### src/rtl/pwm_pair_pkg.sv
package pwm_pair_pkg;
  localparam int NUM_CH = 2;

  // strobes from control to datapath, one bit per engine lane
  typedef struct packed {
    logic [NUM_CH-1:0] tick;
    logic [NUM_CH-1:0] run;
  } pwmStrobe_t;
endpackage

### src/rtl/pwm_pair_engine.sv
module pwm_pair_engine #(
  parameter int W = 8
) (
  input  logic         clk,
  input  logic         rstN,
  input  logic         run,
  input  logic         tick,
  input  logic         center,
  input  logic         pol,
  input  logic [W-1:0] perIn,
  input  logic [W-1:0] dutyIn,
  output logic         pinOut
);
  logic [W-1:0] cnt, perSh, dutySh;
  logic         goingDown;

  always_ff @(posedge clk) begin
    if (!rstN) begin
      cnt       <= '0;
      perSh     <= '0;
      dutySh    <= '0;
      goingDown <= 1'b0;
    end else if (!run) begin
      cnt       <= '0;
      goingDown <= 1'b0;
      perSh     <= perIn;
      dutySh    <= dutyIn;
    end else if (tick) begin
      if (perSh == '0) begin
        cnt       <= '0;
        goingDown <= 1'b0;
        perSh     <= perIn;
        dutySh    <= dutyIn;
      end else if (!center) begin
        goingDown <= 1'b0;
        if (cnt >= perSh - 1'b1) begin
          cnt    <= '0;
          perSh  <= perIn;
          dutySh <= dutyIn;
        end else begin
          cnt <= cnt + 1'b1;
        end
      end else if (!goingDown) begin
        if (cnt >= perSh - 1'b1) begin
          cnt       <= perSh;
          goingDown <= 1'b1;
        end else begin
          cnt <= cnt + 1'b1;
        end
      end else begin
        if (cnt <= 1) begin
          cnt       <= '0;
          goingDown <= 1'b0;
          perSh     <= perIn;
          dutySh    <= dutyIn;
        end else begin
          cnt <= cnt - 1'b1;
        end
      end
    end
  end

  logic isActive;
  assign isActive = run && (cnt < dutySh);
  assign pinOut   = isActive ? pol : ~pol;

  assert_cnt_bound_R6: assert property (@(posedge clk) disable iff (!rstN)
    (perSh != '0) |-> (cnt <= perSh));
  assert_load_at_wrap_R10: assert property (@(posedge clk) disable iff (!rstN)
    (!$stable(dutySh) || !$stable(perSh)) |-> (cnt == '0));
  assert_disable_clears_R11: assert property (@(posedge clk) disable iff (!rstN)
    !run |=> (cnt == '0));
  assert_hold_no_tick_R9: assert property (@(posedge clk) disable iff (!rstN)
    (run && !tick) |=> $stable(cnt));
endmodule

### src/rtl/pwm_pair_ctrl.sv
module pwm_pair_ctrl
  import pwm_pair_pkg::*;
#(
  parameter int PRE_LOG2 = 2
) (
  input  logic              clk,
  input  logic              rstN,
  input  logic              waitMode,
  input  logic              frzMode,
  input  logic              waitStopEn,
  input  logic              frzStopEn,
  input  logic              joinEn,
  input  logic [NUM_CH-1:0] chEn,
  input  logic [NUM_CH-1:0] chClkSel,
  output pwmStrobe_t        strobe
);
  localparam logic [PRE_LOG2-1:0] PRE_LAST = '1;

  logic                preOn;
  logic                slowTick;
  logic [PRE_LOG2-1:0] preCnt;

  assign preOn    = !(waitStopEn && waitMode) && !(frzStopEn && frzMode);
  assign slowTick = preOn && (preCnt == PRE_LAST);

  always_ff @(posedge clk) begin
    if (!rstN)      preCnt <= '0;
    else if (preOn) preCnt <= preCnt + 1'b1;
  end

  for (genvar g = 0; g < NUM_CH; g++) begin : gLane
    assign strobe.tick[g] = chClkSel[g] ? slowTick : preOn;
    // the even lane is parked while joined; the odd lane carries the joined channel
    if (g % 2 == 0) begin : gEven
      assign strobe.run[g] = chEn[g] && !joinEn;
    end else begin : gOdd
      assign strobe.run[g] = chEn[g];
    end
  end

  assert_wait_gates_R8: assert property (@(posedge clk) disable iff (!rstN)
    (waitStopEn && waitMode) |=> $stable(preCnt));
  assert_frz_gates_R9: assert property (@(posedge clk) disable iff (!rstN)
    (frzStopEn && frzMode) |=> $stable(preCnt));
  assert_no_tick_when_gated_R8: assert property (@(posedge clk) disable iff (!rstN)
    ((waitStopEn && waitMode) || (frzStopEn && frzMode)) |-> (strobe.tick == '0));
endmodule

### src/rtl/pwm_pair_dp.sv
module pwm_pair_dp
  import pwm_pair_pkg::*;
#(
  parameter int CH_W = 8
) (
  input  logic              clk,
  input  logic              rstN,
  input  pwmStrobe_t        strobe,
  input  logic              joinEn,
  input  logic [NUM_CH-1:0] chPol,
  input  logic [NUM_CH-1:0] chCenter,
  input  logic [CH_W-1:0]   chPeriod0,
  input  logic [CH_W-1:0]   chPeriod1,
  input  logic [CH_W-1:0]   chDuty0,
  input  logic [CH_W-1:0]   chDuty1,
  output logic [NUM_CH-1:0] pwmOut
);
  localparam int JW = 2 * CH_W;

  logic [JW-1:0] lanePer  [NUM_CH];
  logic [JW-1:0] laneDuty [NUM_CH];

  assign lanePer[0]  = {{CH_W{1'b0}}, chPeriod0};
  assign laneDuty[0] = {{CH_W{1'b0}}, chDuty0};
  assign lanePer[1]  = {joinEn ? chPeriod0 : {CH_W{1'b0}}, chPeriod1};
  assign laneDuty[1] = {joinEn ? chDuty0   : {CH_W{1'b0}}, chDuty1};

  for (genvar g = 0; g < NUM_CH; g++) begin : gEng
    localparam int LW = (g == NUM_CH - 1) ? JW : CH_W;
    pwm_pair_engine #(.W(LW)) uEng (
      .clk    (clk),
      .rstN   (rstN),
      .run    (strobe.run[g]),
      .tick   (strobe.tick[g]),
      .center (chCenter[g]),
      .pol    (chPol[g]),
      .perIn  (lanePer[g][LW-1:0]),
      .dutyIn (laneDuty[g][LW-1:0]),
      .pinOut (pwmOut[g])
    );
  end

  assert_even_idle_R5: assert property (@(posedge clk) disable iff (!rstN)
    joinEn |-> (pwmOut[0] == ~chPol[0]));
endmodule

### src/rtl/pwm_pair_top.sv
module pwm_pair_top
  import pwm_pair_pkg::*;
#(
  parameter int CH_W     = 8,
  parameter int PRE_LOG2 = 2
) (
  input  logic            clk,
  input  logic            rstN,
  input  logic            waitMode,
  input  logic            frzMode,
  input  logic            joinEn,
  input  logic            waitStopEn,
  input  logic            frzStopEn,
  input  logic [1:0]      chEn,
  input  logic [1:0]      chPol,
  input  logic [1:0]      chCenter,
  input  logic [1:0]      chClkSel,
  input  logic [CH_W-1:0] chPeriod0,
  input  logic [CH_W-1:0] chPeriod1,
  input  logic [CH_W-1:0] chDuty0,
  input  logic [CH_W-1:0] chDuty1,
  output logic [1:0]      pwmOut
);
  pwmStrobe_t strobe;

  pwm_pair_ctrl #(.PRE_LOG2(PRE_LOG2)) uCtrl (
    .clk        (clk),
    .rstN       (rstN),
    .waitMode   (waitMode),
    .frzMode    (frzMode),
    .waitStopEn (waitStopEn),
    .frzStopEn  (frzStopEn),
    .joinEn     (joinEn),
    .chEn       (chEn),
    .chClkSel   (chClkSel),
    .strobe     (strobe)
  );

  pwm_pair_dp #(.CH_W(CH_W)) uDp (
    .clk       (clk),
    .rstN      (rstN),
    .strobe    (strobe),
    .joinEn    (joinEn),
    .chPol     (chPol),
    .chCenter  (chCenter),
    .chPeriod0 (chPeriod0),
    .chPeriod1 (chPeriod1),
    .chDuty0   (chDuty0),
    .chDuty1   (chDuty1),
    .pwmOut    (pwmOut)
  );
endmodule

### config.mk
export PLATFORM = sky130hd
export DESIGN_NAME = pwm_pair_top
export DESIGN_NICKNAME = d
export VERILOG_FILES = /design/src/rtl/pwm_pair_pkg.sv /design/src/rtl/pwm_pair_engine.sv /design/src/rtl/pwm_pair_ctrl.sv /design/src/rtl/pwm_pair_dp.sv /design/src/rtl/pwm_pair_top.sv
export SDC_FILE = /design/constraint.sdc
export NUM_CORES = 1
export LEC_CHECK = 0
export BUFFER_PORTS_ARGS = -buffer_cell sky130_fd_sc_hd__buf_4
export CAP_MARGIN = 10
export CORE_UTILIZATION = 50
export DETAILED_ROUTE_END_ITERATION = 8
export PLACE_DENSITY = 0.69
export SYNTH_ARGS = -nofsm -noshare
export SYNTH_HDL_FRONTEND = slang
export SYNTH_SLANG_ARGS = --single-unit
### constraint.sdc
create_clock -name clk -period 8.1 [get_ports clk]
set_clock_uncertainty 0.05 [all_clocks]
set_input_delay 1.215 -clock clk [delete_from_list [all_inputs] [get_ports clk]]
set_output_delay 1.215 -clock clk [all_outputs]
set_load 0.05 [all_outputs]
==> results of run 1 <==
[worst max-delay path: cells and delay by family (launching register included)]
family,cells,cell delay (ns)
AOI/OAI and AO/OA,2,0.34
xor gates and xnor gates,1,0.18
adders and majority gates,1,0.31
buffers and inverters,1,0.48
DFF,1,0.37
and+or+nand+nor,10,2.62
[state kept, by name, summed over array words and instances, names as in the netlist]
name,count
uDp.gEng.uEng.goingDown,2
uDp.gEng.uEng.dutySh,24
uDp.gEng.uEng.perSh,24
uDp.gEng.uEng.cnt,24
uCtrl.preCnt,2
[per-layer routing]
layer / up-vias / wire length [µm] / GRT usage (%)
li1: 2912 / - / -
met1: 2812 / 7930 / 41.7
met2: 284 / 7330 / 41.9
met3: 42 / 1500 / 4.21
met4: 0 / 356 / 10.8
met5: - / 0 / 0
[cell type report]
class | count | area share, %
Multi-Input combinational cell | 623 | 60.9
Sequential cell | 76 | 23.1
Timing Repair Buffer | 53 | 6.04
Clock buffer | 10 | 3.63
Tap cell | 143 | 2.72
Inverter | 40 | 2.28
Clock inverter | 5 | 1.29
[cells by family after synthesis]
kind of cell / after synthesis / synth area share, %
AND/OR/NAND/NOR: 321 / 27.4
XOR/XNOR: 37 / 5.47
adder cells (fa/ha/maj): 55 / 11.6
multiplexers: 2 / 0.359
AO/OA/AOI/OAI: 208 / 22.8
flip-flops: 76 / 25.7
buffers and inverters: 91 / 6.67
[final timing paths]
check | endpoint | depth (start not counted) | startpoint
worst max-delay path | uDp.gEng[1].uEng.dutySh[14]$_SDFFE_PN0P_ | 15 | uDp.gEng[1].uEng.perSh[2]$_SDFFE_PN0P_
worst min-delay path | uDp.gEng[1].uEng.dutySh[12]$_SDFFE_PN0P_ | 2 | uDp.gEng[1].uEng.dutySh[12]$_SDFFE_PN0P_
worst max register to register | uDp.gEng[1].uEng.dutySh[14]$_SDFFE_PN0P_ | 15 | uDp.gEng[1].uEng.perSh[2]$_SDFFE_PN0P_
worst min register to register | uDp.gEng[1].uEng.dutySh[12]$_SDFFE_PN0P_ | 2 | uDp.gEng[1].uEng.dutySh[12]$_SDFFE_PN0P_
[report_power, final]
group	total [µW]	leakage, µW	switching [µW]	internal, µW
Combinational	282	0.00190	167	115
Sequential	425	0.000620	28.4	397
Clock	447	0.000155	169	278
[per-stage QoR]
stage	util (%)	hold WS (ns)
finish	57.4	0.398
global route	57.4	0.428
CTS	57.4	0.400
detailed placement	54.6	0.392
global placement	54.6	0.394
floorplan	-	0.378
[cells in the mapped netlist, types with 7 or more instances]
cell	n	area, µm²
clkbuf_1	31	116
xor2_1	13	114
a21oi_1	27	135
o22ai_1	7	43.8
nand3_1	61	305
buf_2	10	50.1
inv_1	40	150
dfxtp_1	76	1520
nand4_1	28	175
ha_1	55	688
o21ai_0	64	320
nor4_1	9	56.3
nor2_1	49	184
xnor2_1	24	210
and3_1	7	43.8
a31oi_1	14	87.6
nor3_1	24	120
a21o_1	12	90.1
a211oi_1	7	52.6
nand2_1	99	372
o21ai_1	19	95.1
==> reports/results.ini, run 1 <==
[synth]
synth_seq_area_share_pct = 25.7
postSynth.asyncResetShare_pct = 0
synth_cells = 790
yosysUniqueCellTypes = 73
synth_edf_count = 0
synthFlopType = dfxtp_1
synth_area_mm2 = 0.00593
yosys_warnings = 0
ys_ff_latch = 76
avgSynthCellArea_um2 = 7.50
synth_fp_nets = 892

[cts]
ctsResizeCount = 0
clock_sinks = 76
h-tree-depth = 3
clkTransAtPathRegs_ns = 0.06
holdBufCountCts = 0
root_buffer = clkbuf_16
worstSkewPairLatency_ns = 0.35
cts_tree = done
cts.path.max_buffers = 2
cts_setup_buffers = 0
numCtsBuffers = 9

[floorplanning]
rows = 39
dieArea_mm2 = 0.0123
ioPinCount = 49
fp.dieW_um = 111
coreArea_mm2 = 0.0115
start_util_pct = 51.7
die_h_um = 111

[grt]
grt_usage_pct = 28.5
grt_max_degree = 101
grt_pass1_wl_um = 28400
gr-total-overflow = 0
antenna_found_initial = 0
first_global_vias = 5581

[cells_and_area]
finish.instance_area_mm2 = 0.00658
final_common_cell = nand2_1
nFillCells = 1076
area_delta_synth_final_pct = 11.1
multiInputGateArea_mm2 = 0.00401
final_cells = 950
diodes = 0
seqCellArea_mm2 = 0.00152
final_nets = 905
drive_gt1_share_pct = 11.2
final_cell_mix = 99 x nand2_1, 76 x dfxtp_1, 64 x o21ai_0

[route]
antenna_left = 0
drcViolationCount = 0
finalWirelength_um = 17100
routed-via-count = 6050
via_per_inst = 6.37
drtPass1Iterations = 5
avgRoutedWirePerCell_um = 18.0
drt_iter0_drc = 498

[critical_path]
cp-end-kind = flop
worst_path_largest_cell_delay_ns = 0.66
worst_path_most_repeated_cell = nand2_1
path_max_fanout = 64
required_ns = 8.32
path_class = flop to flop
worstPathArrival_ns = 4.66
cpMaxStageDelayCell = nor4b_1
start_kind = flop
rrSetupSlack_ns = 3.66
worstPathCellList = nor2_1, nand2_1, nor3_1, nor4b_1, nand2_1, xor2_1, ha_1, and4_1, nand2_1, or4_1, and2_1, a31oi_4, buf_4, nand4_1, o21ai_1

[placed_design]
placedCellCount = 935
pre_cts_ws_ns = 3.71
gp_congestion = 0.966
post-dp-hpwl_um = 12600
io_buffers = 48
placed_area_mm2 = 0.00626

[power]
power.total_uw = 1150
peakVddDrop_mv = 0.113
power.density_mw_per_mm2 = 175
leakagePower_uw = 0.00267

[sta]
fin_crit_sh_pct = 54.8
relSlewSlack_pct = 12.3
fmax_ghz = 0.225
hold_violations = 0
finalMaxSlewViolations = 0
setup_violations = 0
period_needed_ns = 4.44
tightest_slew_ns = 1.31
fin_ws_ns = 3.66
rsz0062_at_grt = no
tns_ns = 0

[flow_run]
maxCapViolCount = 0

[hold_path]
hp-class = flop to flop

[run_status]
status = complete, no violations

No activity file was read; power rests on OpenSTA's default activity.
==> run 2: changes to the inputs <==
Settings changed: ABC_AREA from default to 1, PLACE_DENSITY 0.69 to 0.71.
Clock period 8.1 ns to 3.8 ns, I/O delays scaled along.
==> run 2 against run 1 <==
Global-route usage fell by 0.88 points. Register-to-register slack got worse by 3.3 ns. Worst hold slack better by 0.0066 ns. Clock power grew 110%. Sequential share of layout area shrank 1.5 points. Non-clock buffer count is 4 higher. Routed wire length decreased by 3.2%. Synthesized area grew 5.3%. Critical path type unchanged.
==> reports/results.ini, run 2 <==
[cells_and_area]
area_delta_synth_final_pct = 12.9  ; was 11.1%
post-route-util_pct = 58.2  ; was 57.4%
final_nets = 1136  ; was 905
nFillCells = 1275  ; was 1076
final_cell_mix = 279 x nand2_1, 119 x inv_1, 107 x nor2_1  ; was 99 x nand2_1, 76 x dfxtp_1, 64 x o21ai_0
final_common_cell = nand2_1  ; unchanged
reg.largest.list = uDp.gEng.uEng.cnt: 24 flops, uDp.gEng.uEng.dutySh: 24 flops, uDp.gEng.uEng.perSh: 24 flops  ; unchanged
drive_gt1_share_pct = 8.76  ; was 11.2%
diodes = 0  ; unchanged

[synth]
yosysMostFrequentCell = nand2_1  ; unchanged
synth_seq_area_share_pct = 24.4  ; was 25.7%
synth_top_area_share_pct = 24.4  ; was 25.7%
synthFlopType = dfxtp_1  ; unchanged
yosys_warnings = 0  ; unchanged
synth.top_cells.by_count = 280 x nand2_1, 119 x inv_1, 107 x nor2_1, 89 x a21oi_1, 76 x dfxtp_1  ; was 99 x nand2_1, 76 x dfxtp_1, 64 x o21ai_0, 61 x nand3_1, 55 x ha_1
synth_area_mm2 = 0.00624  ; was 0.00593 mm²
synth_edf_count = 0  ; unchanged
synth_fp_nets = 1108  ; was 892
ys_ff_latch = 76  ; unchanged
synth_cells = 1006  ; was 790
avgSynthCellArea_um2 = 6.20  ; was 7.50 µm²
synthTopCellsByArea = dfxtp_1 24%, nand2_1 17%, ha_1 11%, inv_1 7.2%, a21oi_1 7.1%  ; was dfxtp_1 26%, ha_1 12%, nand2_1 6.3%, o21ai_0 5.4%, nand3_1 5.1%
yosysUniqueCellTypes = 41  ; was 73
synth_area_leader_cell = dfxtp_1  ; unchanged
postSynth.asyncResetShare_pct = 0  ; unchanged

[sta]
whs_ns = 0.405  ; was 0.398 ns
fin_crit_sh_pct = 90.0  ; was 54.8%
tightest_slew_ns = 0.826  ; was 1.31 ns
period_needed_ns = 3.42  ; was 4.44 ns
finalMaxSlewViolations = 0  ; unchanged
fmax_ghz = 0.293  ; was 0.225 GHz
relSlewSlack_pct = 44.9  ; was 12.3%
fin_ws_ns = 0.382  ; was 3.66 ns
hold_violations = 0  ; unchanged
setup_violations = 0  ; unchanged

[cts]
cts.path.max_buffers = 2  ; unchanged
clock_sinks = 76  ; unchanged
clkTransAtPathRegs_ns = 0.06  ; about the same
holdBufCountCts = 0  ; unchanged
worstSkewPairLatency_ns = 0.35  ; about the same
h-tree-depth = 3  ; unchanged
root_buffer = clkbuf_16  ; unchanged
ctsResizeCount = 0  ; unchanged
numCtsBuffers = 9  ; unchanged
cts_setup_buffers = 0  ; unchanged
cts_tree = done  ; unchanged

[power]
leakagePower_uw = 0.00337  ; was 0.00267 µW
clockPowerShare_pct = 36.8  ; was 38.8%
intPower_uw = 1690  ; was 790 µW
switching_share_pct = 33.2  ; was 31.6%
power.density_mw_per_mm2 = 360  ; was 175 mW/mm²
seq_power_share_pct = 35.7  ; was 36.8%
peakVddDrop_mv = 0.247  ; was 0.113 mV
p_sw_uw = 840  ; was 364 µW
combPwrFrac_pct = 27.5  ; was 24.4%

[critical_path]
path_max_fanout = 14  ; was 64
worstPathArrival_ns = 3.63  ; was 4.66 ns
worst_path_largest_cell_delay_ns = 0.31  ; was 0.66 ns
critPathBufInv = 5  ; was 1
worstPathCellList = inv_1, nand3_1, nor3_2, nand2_1, inv_1, nand4_1, nor3_2, xor2_1, inv_1, ha_1, a21oi_1, o21ai_0, a21oi_2, nand2_2, buf_4, nor2_1, buf_4, nand3_1, nand2_1, nand2_1, a21oi_1  ; was nor2_1, nand2_1, nor3_1, nor4b_1, nand2_1, xor2_1, ha_1, and4_1, nand2_1, or4_1, and2_1, a31oi_4, buf_4, nand4_1, o21ai_1
start_kind = flop  ; unchanged
required_ns = 4.01  ; was 8.32 ns
cpMaxStageDelayCell = dfxtp_1  ; was nor4b_1
path_class = flop to flop  ; unchanged
path_delay_family = simple AND/OR/NAND/NOR gates  ; unchanged
cp-end-kind = flop  ; unchanged

[route]
drt_iter0_drc = 499  ; was 498
avgRoutedWirePerCell_um = 13.7  ; was 18.0 µm
drtPass1Iterations = 5  ; unchanged
antenna_left = 0  ; unchanged
drcViolationCount = 0  ; unchanged
routed-via-count = 6411  ; was 6050
finalWirelength_um = 16600  ; was 17100 µm
via_per_inst = 5.31  ; was 6.37

[grt]
grt_max_degree = 40  ; was 101
first_global_vias = 5920  ; was 5581
gr-total-overflow = 0  ; unchanged
grt_usage_pct = 27.6  ; was 28.5%
grt_pass1_wl_um = 28200  ; was 28400 µm
antenna_found_initial = 0  ; unchanged

[floorplanning]
rows = 40  ; was 39
ioPinCount = 49  ; unchanged
coreArea_mm2 = 0.0121  ; was 0.0115 mm²
die_h_um = 114  ; was 111 µm
dieArea_mm2 = 0.0129  ; was 0.0123 mm²
fp.dieW_um = 114  ; was 111 µm
start_util_pct = 51.5  ; was 51.7%

[placed_design]
pre_cts_ws_ns = 0.260  ; was 3.71 ns
gp_congestion = 0.918  ; was 0.966
io_buffers = 48  ; unchanged
post-dp-hpwl_um = 12400  ; was 12600 µm

[hold_path]
hp-class = flop to flop  ; unchanged

[flow_run]
maxCapViolCount = 0  ; unchanged

[run_status]
status = complete, no violations  ; unchanged

-- run 2: cell count changes in the layout (fill, tap and decap cells not counted), moves of 16 or more --
cell / delta
nor2_1: +58
inv_1: +79
o21ai_0: -19
nand2_1: +180
a21oi_1: +62
o21ai_1: -16
xnor2_1: -21
xor2_1: +23
-- run 2: final timing paths --
path / from / to / slack [ns] / cells after the start
worst max register to register: uDp.gEng[1].uEng.perSh[0]$_SDFFE_PN0P_ / uDp.gEng[1].uEng.cnt[4]$_SDFFE_PN0P_ / 0.38 / 21
worst min register to register: uDp.gEng[0].uEng.dutySh[4]$_SDFFE_PN0P_ / uDp.gEng[0].uEng.dutySh[4]$_SDFFE_PN0P_ / 0.40 / 2
worst min-delay path: uDp.gEng[0].uEng.dutySh[4]$_SDFFE_PN0P_ / uDp.gEng[0].uEng.dutySh[4]$_SDFFE_PN0P_ / 0.40 / 2
worst max-delay path: uDp.gEng[1].uEng.perSh[0]$_SDFFE_PN0P_ / uDp.gEng[1].uEng.cnt[4]$_SDFFE_PN0P_ / 0.38 / 21
-- run 2: final cells by class --
type / instances / area (µm²) / share of cell area, %
Tap cell: 168 / 210 / 2.98
Clock buffer: 10 / 229 / 3.25
Multi-Input combinational cell: 766 / 4080 / 57.9
Sequential cell: 76 / 1520 / 21.6
Inverter: 124 / 465 / 6.61
Timing Repair Buffer: 57 / 453 / 6.43
Clock inverter: 6 / 87.6 / 1.24
-- run 2: cell families (layout without fill, tap and decap cells) --
| family | after synthesis | after routing | synth area share [%] |
|---|---|---|---|
| flops | 76 | 76 | 24.4 |
| xor+xnor | 39 | 39 | 5.47 |
| compound gates | 156 | 156 | 13.4 |
| fa+ha+maj | 55 | 55 | 11.0 |
| simple gates | 516 | 516 | 35.3 |
| buf+inv | 164 | 197 | 10.5 |
-- run 2: layer usage --
| layer | track usage (%) | up-vias | share of wire, % |
|---|---|---|---|
| li1 | - | 3324 | - |
| met1 | 36.2 | 2863 | 47 |
| met2 | 45.4 | 197 | 46 |
| met3 | 3.19 | 27 | 4.6 |
| met4 | 12.7 | 0 | 2.6 |
| met5 | 0 | - | 0 |
-- run 2: metrics by stage --
| stage | instance area (µm²) | instances | TNS (ns) | power [µW] |
|---|---|---|---|---|
| final | 7040 | 1207 | 0 | 2530 |
| after global routing | 7040 | 1207 | -0.0115 | 2690 |
| after floorplan | 6240 | 1006 | 0 | 1430 |
| after global placement | 6720 | 1191 | 0 | 1600 |
| after detailed placement | 6720 | 1191 | 0 | 1610 |
| after CTS | 7030 | 1207 | 0 | 2550 |
-- run 2: worst register-to-register path, stage by stage (launching register included) --
cell and delay [ns]:
dfxtp_1 0.31, inv_1 0.10, nand3_1 0.14, nor3_2 0.18, nand2_1 0.13, inv_1 0.11
nand4_1 0.14, nor3_2 0.15, xor2_1 0.16, inv_1 0.06, ha_1 0.29, a21oi_1 0.14
o21ai_0 0.12, a21oi_2 0.22, nand2_2 0.16, buf_4 0.22, nor2_1 0.10, buf_4 0.19
nand3_1 0.09, nand2_1 0.07, nand2_1 0.05, a21oi_1 0.15
-- run 2: power groups by stage --
stage / registers [µW] / clock network, µW / logic (µW)
after detailed placement: 921 / 0 / 690
after global routing: 912 / 980 / 798
after global placement: 920 / 0 / 681
after CTS: 903 / 949 / 696
final: 905 / 932 / 696
after floorplan: 905 / 0 / 522
==> run 3: changes to the inputs <==
Settings changed: GPL_TIMING_DRIVEN from default to 0.
Clock period 3.8 ns to 2.9 ns, I/O delays scaled along.
==> run 3 against run 2 <==
The flow now finishes with violations (setup timing). Sequential power rose by 31%. Register-to-register slack got worse by 0.58 ns. Critical endpoint unchanged. Sequential share of layout area fell by 2.0 points. Core utilization rose by 6.1 points. Combinational power rose by 71%. Die area did not move. Non-clock buffer count rose by 62. Maximum frequency rose by 10%. Largest cell class unchanged. Sequential cell count did not move.
==> reports/results.ini, run 3 (synthesis gave the netlist of run 2 again) <==
[placed_design]
gp_congestion = 0.893  ; was 0.918
pre_cts_ws_ns = -0.869  ; was 0.260 ns
placedCellCount = 1218  ; was 1191
post-dp-hpwl_um = 13600  ; was 12400 µm
io_buffers = 44  ; was 48

[cells_and_area]
drive_gt1_share_pct = 17.2  ; was 8.76%
multiInputGateArea_mm2 = 0.00434  ; was 0.00408 mm²
nFillCells = 1126  ; was 1275
final_cell_mix = 262 x nand2_1, 114 x inv_1, 103 x nor2_1  ; was 279 x nand2_1, 119 x inv_1, 107 x nor2_1
area_delta_synth_final_pct = 24.7  ; was 12.9%
final_nets = 1198  ; was 1136
diodes = 0  ; unchanged
seqCellArea_mm2 = 0.00153  ; was 0.00152 mm²
reg.largest.list = uDp.gEng.uEng.cnt: 24 flops, uDp.gEng.uEng.dutySh: 24 flops, uDp.gEng.uEng.perSh: 24 flops  ; unchanged
final_cells = 1269  ; was 1207
final_common_cell = nand2_1  ; unchanged

[power]
intPower_uw = 2210  ; was 1690 µW
leakagePower_uw = 0.00366  ; was 0.00337 µW
seq_power_share_pct = 34.2  ; was 35.7%
combPwrFrac_pct = 34.0  ; was 27.5%
power.density_mw_per_mm2 = 448  ; was 360 mW/mm²
p_sw_uw = 1280  ; was 840 µW
clockPowerShare_pct = 31.8  ; was 36.8%
power.total_uw = 3490  ; was 2530 µW
peakVddDrop_mv = 0.321  ; was 0.247 mV
switching_share_pct = 36.6  ; was 33.2%

[cts]
worstSkewPairLatency_ns = 0.35  ; about the same
clkTransAtPathRegs_ns = 0.07  ; was 0.06 ns
cts.path.max_buffers = 2  ; unchanged
cts_tree = done  ; unchanged
root_buffer = clkbuf_16  ; unchanged
numCtsBuffers = 9  ; unchanged
clock_sinks = 76  ; unchanged
h-tree-depth = 3  ; unchanged

[sta]
fin_crit_sh_pct = 107  ; was 90.0%
whs_ns = 0.305  ; was 0.405 ns
period_needed_ns = 3.10  ; was 3.42 ns
tightest_slew_ns = 0.628  ; was 0.826 ns
fmax_ghz = 0.322  ; was 0.293 GHz
setup_violations = 48  ; was 0
rsz0062_at_grt = yes
relSlewSlack_pct = 58.2  ; was 44.9%
hold_violations = 0  ; unchanged
fin_ws_ns = -0.202  ; was 0.382 ns
finalMaxSlewViolations = 0  ; unchanged

[route]
drt_iter0_drc = 567  ; was 499
drtPass1Iterations = 6  ; was 5
drcViolationCount = 0  ; unchanged
antenna_left = 0  ; unchanged
avgRoutedWirePerCell_um = 14.7  ; was 13.7 µm
via_per_inst = 5.39  ; was 5.31
finalWirelength_um = 18600  ; was 16600 µm
routed-via-count = 6840  ; was 6411

[critical_path]
worstPathArrival_ns = 3.32  ; was 3.63 ns
cp-end-kind = flop  ; unchanged
start_kind = flop  ; unchanged
path_max_fanout = 5  ; was 14
required_ns = 3.12  ; was 4.01 ns
path_class = flop to flop  ; unchanged

[grt]
grt_usage_pct = 29.8  ; was 27.6%
grt_pass1_wl_um = 30200  ; was 28200 µm
grt_max_degree = 16  ; was 40
antenna_found_initial = 0  ; unchanged
gr-total-overflow = 0  ; unchanged
first_global_vias = 6190  ; was 5920

[floorplanning]
start_util_pct = 51.5  ; unchanged
dieArea_mm2 = 0.0129  ; unchanged
die_h_um = 114  ; unchanged
ioPinCount = 49  ; unchanged
rows = 40  ; unchanged
fp.dieW_um = 114  ; unchanged
coreArea_mm2 = 0.0121  ; unchanged

[flow_run]
maxCapViolCount = 0  ; unchanged

[run_status]
status = finished with violations  ; was complete, no violations
violations = setup timing

[hold_path]
hp-class = input port to flop  ; was flop to flop

[run 3: changes by cell type in the layout (fill, tap and decap cells not counted), sizes merged]
cell      change
bufinv        -2
clkinvlp      +2
buf          +44
clkbuf       +17
inv           +3
clkinv        -2
[run 3: worst paths after layout]
| path | cells past startpoint | slack (ns) | to | from |
|---|---|---|---|---|
| worst min register to register | 2 | 0.41 | uDp.gEng[1].uEng.dutySh[2]$_SDFFE_PN0P_ | uDp.gEng[1].uEng.dutySh[2]$_SDFFE_PN0P_ |
| worst max-delay path | 21 | -0.20 | uDp.gEng[1].uEng.cnt[4]$_SDFFE_PN0P_ | uDp.gEng[1].uEng.perSh[0]$_SDFFE_PN0P_ |
| worst max register to register | 21 | -0.20 | uDp.gEng[1].uEng.cnt[4]$_SDFFE_PN0P_ | uDp.gEng[1].uEng.perSh[0]$_SDFFE_PN0P_ |
| worst min-delay path | 3 | 0.30 | uDp.gEng[0].uEng.perSh[5]$_SDFFE_PN0P_ | chPeriod0[5] |
[run 3: routing by layer]
| layer | vias up | GRT usage [%] | part of all wire [%] |
|---|---|---|---|
| met3 | 35 | 3.72 | 6.2 |
| met5 | - | 0 | 0 |
| met1 | 3097 | 39.6 | 45 |
| met4 | 0 | 10.1 | 1.9 |
| met2 | 255 | 49.8 | 47 |
| li1 | 3453 | - | - |
[run 3: metrics by stage]
step | cell area [µm²] | util (%) | TNS [ns]
after global placement | 6810 | 56.2 | -28.90
after global routing | 7780 | 64.2 | -16.42
after floorplan | 6270 | - | 0
final | 7780 | 64.2 | -6.05
after detailed placement | 6810 | 56.2 | -31.04
after CTS | 7600 | 62.8 | -6.18
[run 3: final cells by class]
type                    count  area share [%]
plain buffers              40            3.26
clock buffers               9            2.89
clock inverters             7           0.740
inverters                 124            6.01
multi-input cells         766            55.8
flip-flops and latches     76            19.6
well taps                 168            2.70
repair buffers             79            8.99
[run 3: worst max-delay path, stage by stage (launching register included)]
cell	delay [ns]
dfxtp_2	0.34
inv_4	0.09
nand3_4	0.09
nor3_4	0.14
nand2_2	0.09
inv_2	0.07
nand4_1	0.14
buf_4	0.19
xor2_1	0.14
ha_1	0.34
a21oi_2	0.15
o21ai_2	0.06
a21oi_2	0.21
nand2_4	0.10
buf_12	0.14
buf_6	0.11
nor2_4	0.11
buf_6	0.14
nand3_1	0.08
nand2_1	0.07
nand2_1	0.05
a21oi_1	0.14
[run 3: power groups by stage]
stage | Clock (µW) | Combinational (µW) | Sequential (µW)
after CTS | 1130 | 1110 | 1190
final | 1110 | 1190 | 1190
after global routing | 1170 | 1320 | 1200
after floorplan | 0 | 690 | 1190
after detailed placement | 0 | 926 | 1210
after global placement | 0 | 914 | 1200
[run 3: timing repair]
action / CTS / global route
hold buffers: 0 / 0
endpoints found under the setup margin: 68 / 74
endpoints found under the hold margin: 0 / 0
pin swaps: 29 / 22
cloned: 3 / 0
gates resized for setup: 71 / 38
setup buffers: 25 / 7
